===== src/rtl/cas_mf_pkg.sv =====
package cas_mf_pkg;

    typedef enum logic [1:0] {
        ST_HUNT = 2'd0,
        ST_CONF = 2'd1,
        ST_SYNC = 2'd2
    } cas_st_e;

endpackage


===== src/rtl/cas_oct_decode.sv =====
module cas_oct_decode #(
    parameter int OCT_W   = 8,
    parameter int TAG_W   = 4,
    parameter int ALM_BIT = 2
) (
    input  logic [OCT_W-1:0] oct,
    output logic             tag_zero,
    output logic             alm
);
    localparam int TAG_LSB = OCT_W - TAG_W;

    always_comb begin
        tag_zero = (oct[OCT_W-1:TAG_LSB] == '0);
        alm      = oct[ALM_BIT];
    end

endmodule


===== src/rtl/cas_hunt_timer.sv =====
module cas_hunt_timer #(
    parameter int LIMIT = 96
) (
    input  logic clk,
    input  logic rst_n,
    input  logic clr,
    input  logic tick,
    input  logic en,
    output logic expire
);
    localparam int CW = $clog2(LIMIT + 1);
    localparam logic [CW-1:0] LAST = CW'(LIMIT - 1);

    logic [CW-1:0] cnt_d, cnt_q;
    logic          at_last;

    always_comb begin
        at_last = (cnt_q == LAST);
        expire  = tick && at_last && en;
        cnt_d   = cnt_q;
        if (clr)
            cnt_d = '0;
        else if (tick)
            cnt_d = at_last ? '0 : cnt_q + 1'b1;
    end

    always_ff @(posedge clk or negedge rst_n) begin
        if (!rst_n)
            cnt_q <= '0;
        else
            cnt_q <= cnt_d;
    end

    AST_TMR_BOUND: assert property (@(posedge clk) disable iff (!rst_n)
        cnt_q <= LAST);
    AST_TMR_CLEAR: assert property (@(posedge clk) disable iff (!rst_n)
        $past(clr) |-> cnt_q == '0);

endmodule


===== src/rtl/cas_mf_align.sv =====
module cas_mf_align
    import cas_mf_pkg::*;
#(
    parameter int MF_LEN    = 16,
    parameter int OCT_W     = 8,
    parameter int TAG_W     = 4,
    parameter int ALM_BIT   = 2,
    parameter int TMO_MF    = 6,
    parameter int CONFIRM_N = 2,
    parameter int LOSS_N    = 2,
    localparam int CNT_W    = $clog2(MF_LEN)
) (
    input  logic             clk,
    input  logic             rst_n,
    input  logic             fas_ok,
    input  logic             ts16_stb,
    input  logic [OCT_W-1:0] ts16_oct,
    input  logic             cfg_strict,
    input  logic             cfg_tmo_en,
    input  logic             cfg_soft,
    input  logic             cfg_resync_en,
    output logic             mf_sync,
    output logic [CNT_W-1:0] mf_cnt,
    output logic             rmt_alarm,
    output logic             casrc_evt,
    output logic             resync_req
);
    localparam int TMO_FRAMES = TMO_MF * MF_LEN;
    localparam int CONF_W     = $clog2(CONFIRM_N + 1);
    localparam int ERR_W      = $clog2(LOSS_N + 1);
    localparam logic [CNT_W-1:0] POS_LAST = CNT_W'(MF_LEN - 1);

    typedef struct packed {
        cas_st_e           st;
        logic [CNT_W-1:0]  pos;
        logic [CONF_W-1:0] conf;
        logic [ERR_W-1:0]  err;
        logic              prev_vld;
        logic              prev_zero;
        logic              alarm;
        logic              evt;
        logic              req;
    } cas_regs_t;

    localparam cas_regs_t REGS_RST = '{
        st: ST_HUNT, pos: '0, conf: '0, err: '0,
        prev_vld: 1'b0, prev_zero: 1'b0, alarm: 1'b0, evt: 1'b0, req: 1'b0
    };

    cas_regs_t r_d, r_q;

    logic tag_zero, oct_alm;
    logic tmo_fire, tmr_tick, tmr_clr;
    logic at_edge, found, lose;

    cas_oct_decode #(
        .OCT_W  (OCT_W),
        .TAG_W  (TAG_W),
        .ALM_BIT(ALM_BIT)
    ) i_dec (
        .oct     (ts16_oct),
        .tag_zero(tag_zero),
        .alm     (oct_alm)
    );

    always_comb begin
        tmr_tick = fas_ok && ts16_stb && (r_q.st != ST_SYNC);
        tmr_clr  = !fas_ok || (r_q.st == ST_SYNC);
    end

    cas_hunt_timer #(
        .LIMIT(TMO_FRAMES)
    ) i_tmr (
        .clk   (clk),
        .rst_n (rst_n),
        .clr   (tmr_clr),
        .tick  (tmr_tick),
        .en    (cfg_tmo_en),
        .expire(tmo_fire)
    );

    always_comb begin
        r_d     = r_q;
        r_d.evt = 1'b0;
        r_d.req = 1'b0;
        at_edge = (r_q.pos == POS_LAST);
        found   = tag_zero && r_q.prev_vld && !r_q.prev_zero;
        lose    = 1'b0;

        if (!fas_ok) begin
            r_d = REGS_RST;
        end else if (ts16_stb) begin
            r_d.prev_vld  = 1'b1;
            r_d.prev_zero = tag_zero;
            r_d.pos       = r_q.pos + 1'b1;
            case (r_q.st)
                ST_HUNT: begin
                    if (found) begin
                        r_d.pos   = '0;
                        r_d.alarm = oct_alm;
                        r_d.conf  = '0;
                        r_d.err   = '0;
                        r_d.st    = cfg_strict ? ST_CONF : ST_SYNC;
                    end else if (tmo_fire) begin
                        r_d.req = 1'b1;
                    end
                end
                ST_CONF: begin
                    if (at_edge) begin
                        if (tag_zero) begin
                            r_d.alarm = oct_alm;
                            if (r_q.conf == CONF_W'(CONFIRM_N - 1))
                                r_d.st = ST_SYNC;
                            else
                                r_d.conf = r_q.conf + 1'b1;
                        end else begin
                            r_d.st = ST_HUNT;
                        end
                    end
                    if (r_d.st != ST_SYNC && tmo_fire) begin
                        r_d.req = 1'b1;
                        r_d.st  = ST_HUNT;
                    end
                end
                ST_SYNC: begin
                    if (at_edge) begin
                        if (tag_zero) begin
                            r_d.err   = '0;
                            r_d.alarm = oct_alm;
                        end else begin
                            r_d.err = r_q.err + 1'b1;
                        end
                    end
                    lose = (at_edge && !tag_zero && r_q.err == ERR_W'(LOSS_N - 1))
                        || (cfg_soft && tag_zero && r_q.prev_zero);
                    if (lose) begin
                        r_d.st  = ST_HUNT;
                        r_d.err = '0;
                        r_d.evt = 1'b1;
                        r_d.req = cfg_resync_en;
                    end
                end
                default: r_d.st = ST_HUNT;
            endcase
        end
    end

    always_ff @(posedge clk or negedge rst_n) begin
        if (!rst_n)
            r_q <= REGS_RST;
        else
            r_q <= r_d;
    end

    always_comb begin
        mf_sync    = (r_q.st == ST_SYNC);
        mf_cnt     = mf_sync ? r_q.pos : '0;
        rmt_alarm  = r_q.alarm;
        casrc_evt  = r_q.evt;
        resync_req = r_q.req;
    end

    AST_SYNC_NEEDS_ZERO: assert property (@(posedge clk) disable iff (!rst_n)
        $rose(mf_sync) |-> $past(ts16_stb && ts16_oct[OCT_W-1:OCT_W-TAG_W] == '0));
    AST_CNT_STEP: assert property (@(posedge clk) disable iff (!rst_n)
        mf_sync && $past(mf_sync) && $past(ts16_stb) |-> mf_cnt == CNT_W'($past(mf_cnt) + 1'b1));
    AST_CNT_HOLD: assert property (@(posedge clk) disable iff (!rst_n)
        mf_sync && $past(mf_sync) && !$past(ts16_stb) |-> $stable(mf_cnt));
    AST_EVT_DROPS_SYNC: assert property (@(posedge clk) disable iff (!rst_n)
        casrc_evt |-> !mf_sync && $past(mf_sync));
    AST_EVT_PULSE: assert property (@(posedge clk) disable iff (!rst_n)
        casrc_evt |=> !casrc_evt);
    AST_REQ_GATED: assert property (@(posedge clk) disable iff (!rst_n)
        casrc_evt |-> resync_req == $past(cfg_resync_en));
    AST_NO_SYNC_NO_FAS: assert property (@(posedge clk) disable iff (!rst_n)
        !fas_ok |=> !mf_sync && !resync_req && mf_cnt == '0);
    AST_STATE_LEGAL: assert property (@(posedge clk) disable iff (!rst_n)
        r_q.st != 2'd3);

endmodule


===== config.mk =====
export PLATFORM = sky130hd
export DESIGN_NAME = cas_mf_align
export DESIGN_NICKNAME = d
export VERILOG_FILES = /design/src/rtl/cas_mf_pkg.sv /design/src/rtl/cas_oct_decode.sv /design/src/rtl/cas_hunt_timer.sv /design/src/rtl/cas_mf_align.sv
export SDC_FILE = /design/constraint.sdc
export NUM_CORES = 1
export LEC_CHECK = 0
export BUFFER_PORTS_ARGS = -buffer_cell sky130_fd_sc_hd__buf_2
export CORE_UTILIZATION = 35
export CTS_CLUSTER_DIAMETER = 30
export DETAILED_ROUTE_END_ITERATION = 6
export PLACE_DENSITY_LB_ADDON = 0.1
export SETUP_SLACK_MARGIN = 0.1
export SLEW_MARGIN = 20
export SYNTH_ARGS = -nofsm -noshare
export SYNTH_HDL_FRONTEND = slang
export SYNTH_SLANG_ARGS = --single-unit

===== constraint.sdc =====
create_clock -name clk -period 2 [get_ports clk]
set_input_delay 0.3 -clock clk [delete_from_list [all_inputs] [get_ports clk]]
set_output_delay 0.3 -clock clk [all_outputs]
set_load 0.05 [all_outputs]

After elaboration in Yosys (flattened, before gate mapping):

Index checks and enable logic that the tools add are counted.

* add/subtract/negate cells: 4
* muxes and demuxes: 36
* equal/unequal tests: 20
* reduce and logical (&&, ||, !) cells: 24

Operators with widths (number)
* $mux W2: 16
* $mux W15: 2
* $mux W7: 3
* $ne A3 B2 Y1 const B: 4
* $ne A3 B3 Y1 const B: 4
* $logic_and A1 B1 Y1: 11
* $mux W10: 1
* $mux W4: 2
* $pmux W2 S2: 2
* $add A7 B1 Y7 const B: 1
* $eq A7 B7 Y1 const B: 1
* $mux W1: 7
* $eq A2 B1 Y1 const B: 3
* $ne A3 B1 Y1 const B: 2
* $pmux W2 S3: 1
* $reduce_and A6 Y1: 1
* $reduce_and A5 Y1: 1
* $add A2 B1 Y2 const B: 2
* $add A4 B1 Y4 const B: 1
* $eq A4 B4 Y1 const B: 1
* $logic_not A4 Y1: 1
* $ne A2 B2 Y1 const B: 2
* $ne A4 B2 Y1 const B: 1
* $reduce_and A4 Y1: 1
* other kinds (10): 13

* word-level logic and storage cells: 94
* register bits: 22

Longest topological paths before layout:

* depth after elaboration: 13
* gate-level depth with buffers: 7

Cells and area by module:

A second synthesis with hierarchy kept.

* cell total of the unflattened synthesis: 146
* area total of the unflattened synthesis: 1406.3 um^2

By module, submodules not included
* cas_mf_align: area an instance 1009.7 um^2, seq. area each 375.4 um^2, cells an instance 107, times used 1
* cas_hunt_timer: area an instance 376.6 um^2, seq. area each 175.2 um^2, cells an instance 37, times used 1
* cas_oct_decode: area an instance 20.0 um^2, seq. area each 0.0 um^2, cells an instance 2, times used 1

Worst setup path after synthesis:

Ideal clock, no wire load.

* path type: reg-to-reg
* start point: reg r_q[13] in the netlist's numbering
* end point: reg r_q (netlist bit resync_req)
* slack: -101 ps
* buffers on the path: 0
* stages on the path, launching flop included: 7
* arrival time: 2023 ps
* cell sequence: dfrtp_1 -> inv_1 -> ha_1 -> and4b_1 -> nand3_1 -> or4_2 -> o2bb2ai_1

RTL lines
* start: declaration: line cas_mf_align.sv:50 `cas_regs_t r_d, r_q;`
* start signal: assignment: line cas_mf_align.sv:152 `r_q <= r_d;`

==> impl_metrics.toml <==
[finish]
final_cell_mix = "dfrtp_1 (21), buf_2 (20), nor2_1 (14), nand2_1 (12), a21oi_1 (11)"
syn_to_final_growth_pct = 16.31
num_antenna_cells = 0
final_common_cell = "dfrtp_1"
final_layout_size_suffix_gt1_share_pct = 24.18
final_area_mm2 = 0.001722
fin_nets = 208

[power]
p_switching_uw = 199.9
p_int_uw = 620.0
cellLeakagePower_uw = 0.0007880
combPwrFrac_pct = 10.7
ir_worst_vdd_v = 0.0002104
clkPwrFrac_pct = 33.3
switching_share_pct = 24.38
cellPowerDensity_mw_per_mm2 = 476.3
p_seq_share_pct = 56.1

[cts]
hold_buffers = 0
cts_buffer_depth = 2
cts.clk_slew.worst_paths_ns = 0.08
cts-buffers-inserted = 3
insertion_delay_ns = 0.26
clock_sinks = 22
tritoncts = "built"
htreeDepth = 1
root_buffer = "clkbuf_8"

[synthesis]
yosys.area.top_type_share_pct = 37.19
synthAdderAreaFrac_pct = 6.762
synth_fp_nets = 182
syn_area_mm2 = 0.001480
synth-seq-cells = 22
synth_compound_area_share_pct = 15.81
yosys.area_share.xor_xnor_pct = 1.183
syn_area_per_cell_um2 = 9.368
synth_ff_type = "dfrtp_1"
synth_largest_area_cell = "dfrtp_1"
synthSimpleGateAreaFrac_pct = 27.73
synth_cell_types = 49
syn_inst = 158
synth_top_family_by_area = "simple AND/OR/NAND/NOR gates"
yosys-top-cells-area = "dfrtp_1 (37%), ha_1 (6.8%), mux2i_1 (4.1%)"
yosysSeqAreaShare_pct = 37.19
ys_warn_count = 0
synth_enable_flop_cells = 0
yosys-mux-area-fraction_pct = 6.340
async_flop_share_pct = 100.0

[floorplanning]
die_width_um = 67.03
start_util_pct = 36.74
fp-row-count = 23
chipHeight_um = 67.03
pin_count = 24
coreArea_mm2 = 0.004029
die_area_mm2 = 0.004493

[worst_hold_path]
hold_class = "input pin to asynchronous set/reset pin"

[sta]
drv_slew = 0
min_period_ns = 1.850
worstMarginPinSlew_ns = 0.5148
fin_ws_ns = 0.1500
rsz0062_at_grt = "true"
fmax_mhz = 540.5
period_share_pct = 92.50
slew_headroom_pct = 65.68
setup_tns_ns = 0
finalSetupViolCount = 0
finalHoldViolCount = 0
clock_skew_ns = 0.001259

[global_route]
grt_pass1_vias = 1205
grt_pass1_wl_mm = 5.678
antenna_found_initial = 0
grt-ovfl-total = 0
grt_max_degree = 23
grt_usage_pct = 17.11

[place]
place.gp.congestion = 0.8601
dpl_cell_area_mm2 = 0.001668
pre_cts_ws_ns = 0.1490
port_buffers = 20
dp_hpwl_mm = 2.611

[critical_path]
critPathMaxStageDelay_ns = 0.57
path_class = "register to register"
cp_data_arrival_time_ns = 2.04
worstPathMaxFanout = 10
cp.required_ns = 2.19
cp-end-kind = "register"
worst_path_max_delay_cell = "or4_2"
crit_chain = "ha_4, and4b_1, nand3_1, or4_2, o2bb2ai_2"
cp-start-kind = "register"

[flow_run]
max_cap_violations = 0

[drt]
first_pass_iters = 4
wl_mm = 3.448
drt_iter0_markers = 37
routed_via_density = 5.431
wl_per_cell_um = 14.86
vias = 1260
drc = 0
ant_nets = 0

[status]
status = "finished clean"
## worst max-delay path, delay by kind of cell, from the launching register on
family	cells	cell delay (ns)
flops	1	0.46
compound gates	1	0.16
fa+ha+maj	1	0.22
simple gates	3	0.94
## cell type report
cell class,instances,area (um^2)
fillers,398,2307
multi-input cells,121,879.6
flip-flops and latches,22,551.8
repair buffers,27,152.6
well taps,50,62.56
clock buffers,3,41.29
inverters,9,33.78
## cells in the mapped netlist, types with 2 or more instances
cell,n
nand4b_1,2
o2111ai_1,2
nor2b_1,3
nand3_1,4
or3b_2,2
nand4_1,4
mux2i_1,6
nand2_1,12
dfrtp_1,22
o211ai_1,2
and2_1,7
ha_1,8
a21oi_1,11
inv_1,8
and4b_1,2
nor3_1,2
o2bb2ai_1,5
and3_1,4
o21ai_0,6
clkbuf_1,3
nor2_1,14
xor2_1,2
## sequential cells by signal (all words and copies together), names as in the netlist
name	count
casrc_evt	1
i_tmr.cnt_q	7
r_q	12
rmt_alarm	1
resync_req	1
## per-stage QoR
| step | total power, uW | hold WS [ns] | cells | util (%) |
|---|---|---|---|---|
| 6_report | 819.9 | 0.003753 | 232 | 42.73 |
| 3_3_place_gp | 554.2 | 0.2955 | 229 | 41.40 |
| 5_1_grt | 861.6 | 0.04332 | 232 | 42.73 |
| 4_1_cts | 832.9 | 0.03255 | 232 | 42.42 |
| 2_1_floorplan | 515.2 | 0.004409 | 158 | - |
| 3_5_place_dp | 556.7 | 0.3195 | 229 | 41.40 |
## what timing repair did
item,4_1_cts,5_1_grt
resized for setup,0,3
setup endpoints to repair,0,8
buffers inserted,0,0
## power by group through the flow
stage                     combinational [uW]  sequential (uW)  clock (uW)
final                                   87.4              460         273
after floorplan                         48.4              467           0
after detailed placement                88.0              469           0
after CTS                               88.2              460         285
after global routing                    99.1              461         302
after global placement                  86.2              468           0
## logic make-up after synthesis
logic type | Yosys count
AOI/OAI and AO/OA | 35
xor gates and xnor gates | 2
muxes | 8
DFF | 22
and+or+nand+nor | 68
adders and majority gates | 8
buffers and inverters | 15
## metal layers
layer	share of wire [%]	up-vias	wire length (um)	GRT usage (%)
li1	-	631	-	-
met1	51	603	1771	23.47
met2	44	19	1508	26.13
met3	2.9	7	101	2.397
met4	1.9	0	66	7.979
met5	0	-	0	0
## worst paths after layout
check	start	to	slack, ns	cells after the start
max	r_q[14]	resync_req	0.15	5
min	rst_n	resync_req	0.004	1
max reg2reg	r_q[14]	resync_req	0.15	5
min reg2reg	r_q[6]	r_q[6]	0.51	1
max in group asynchronous	rst_n	r_q[14]	1.63	1
min in group clk	cfg_strict	r_q[13]	0.34	3
Note: power is estimated with default switching activity, not from simulation.
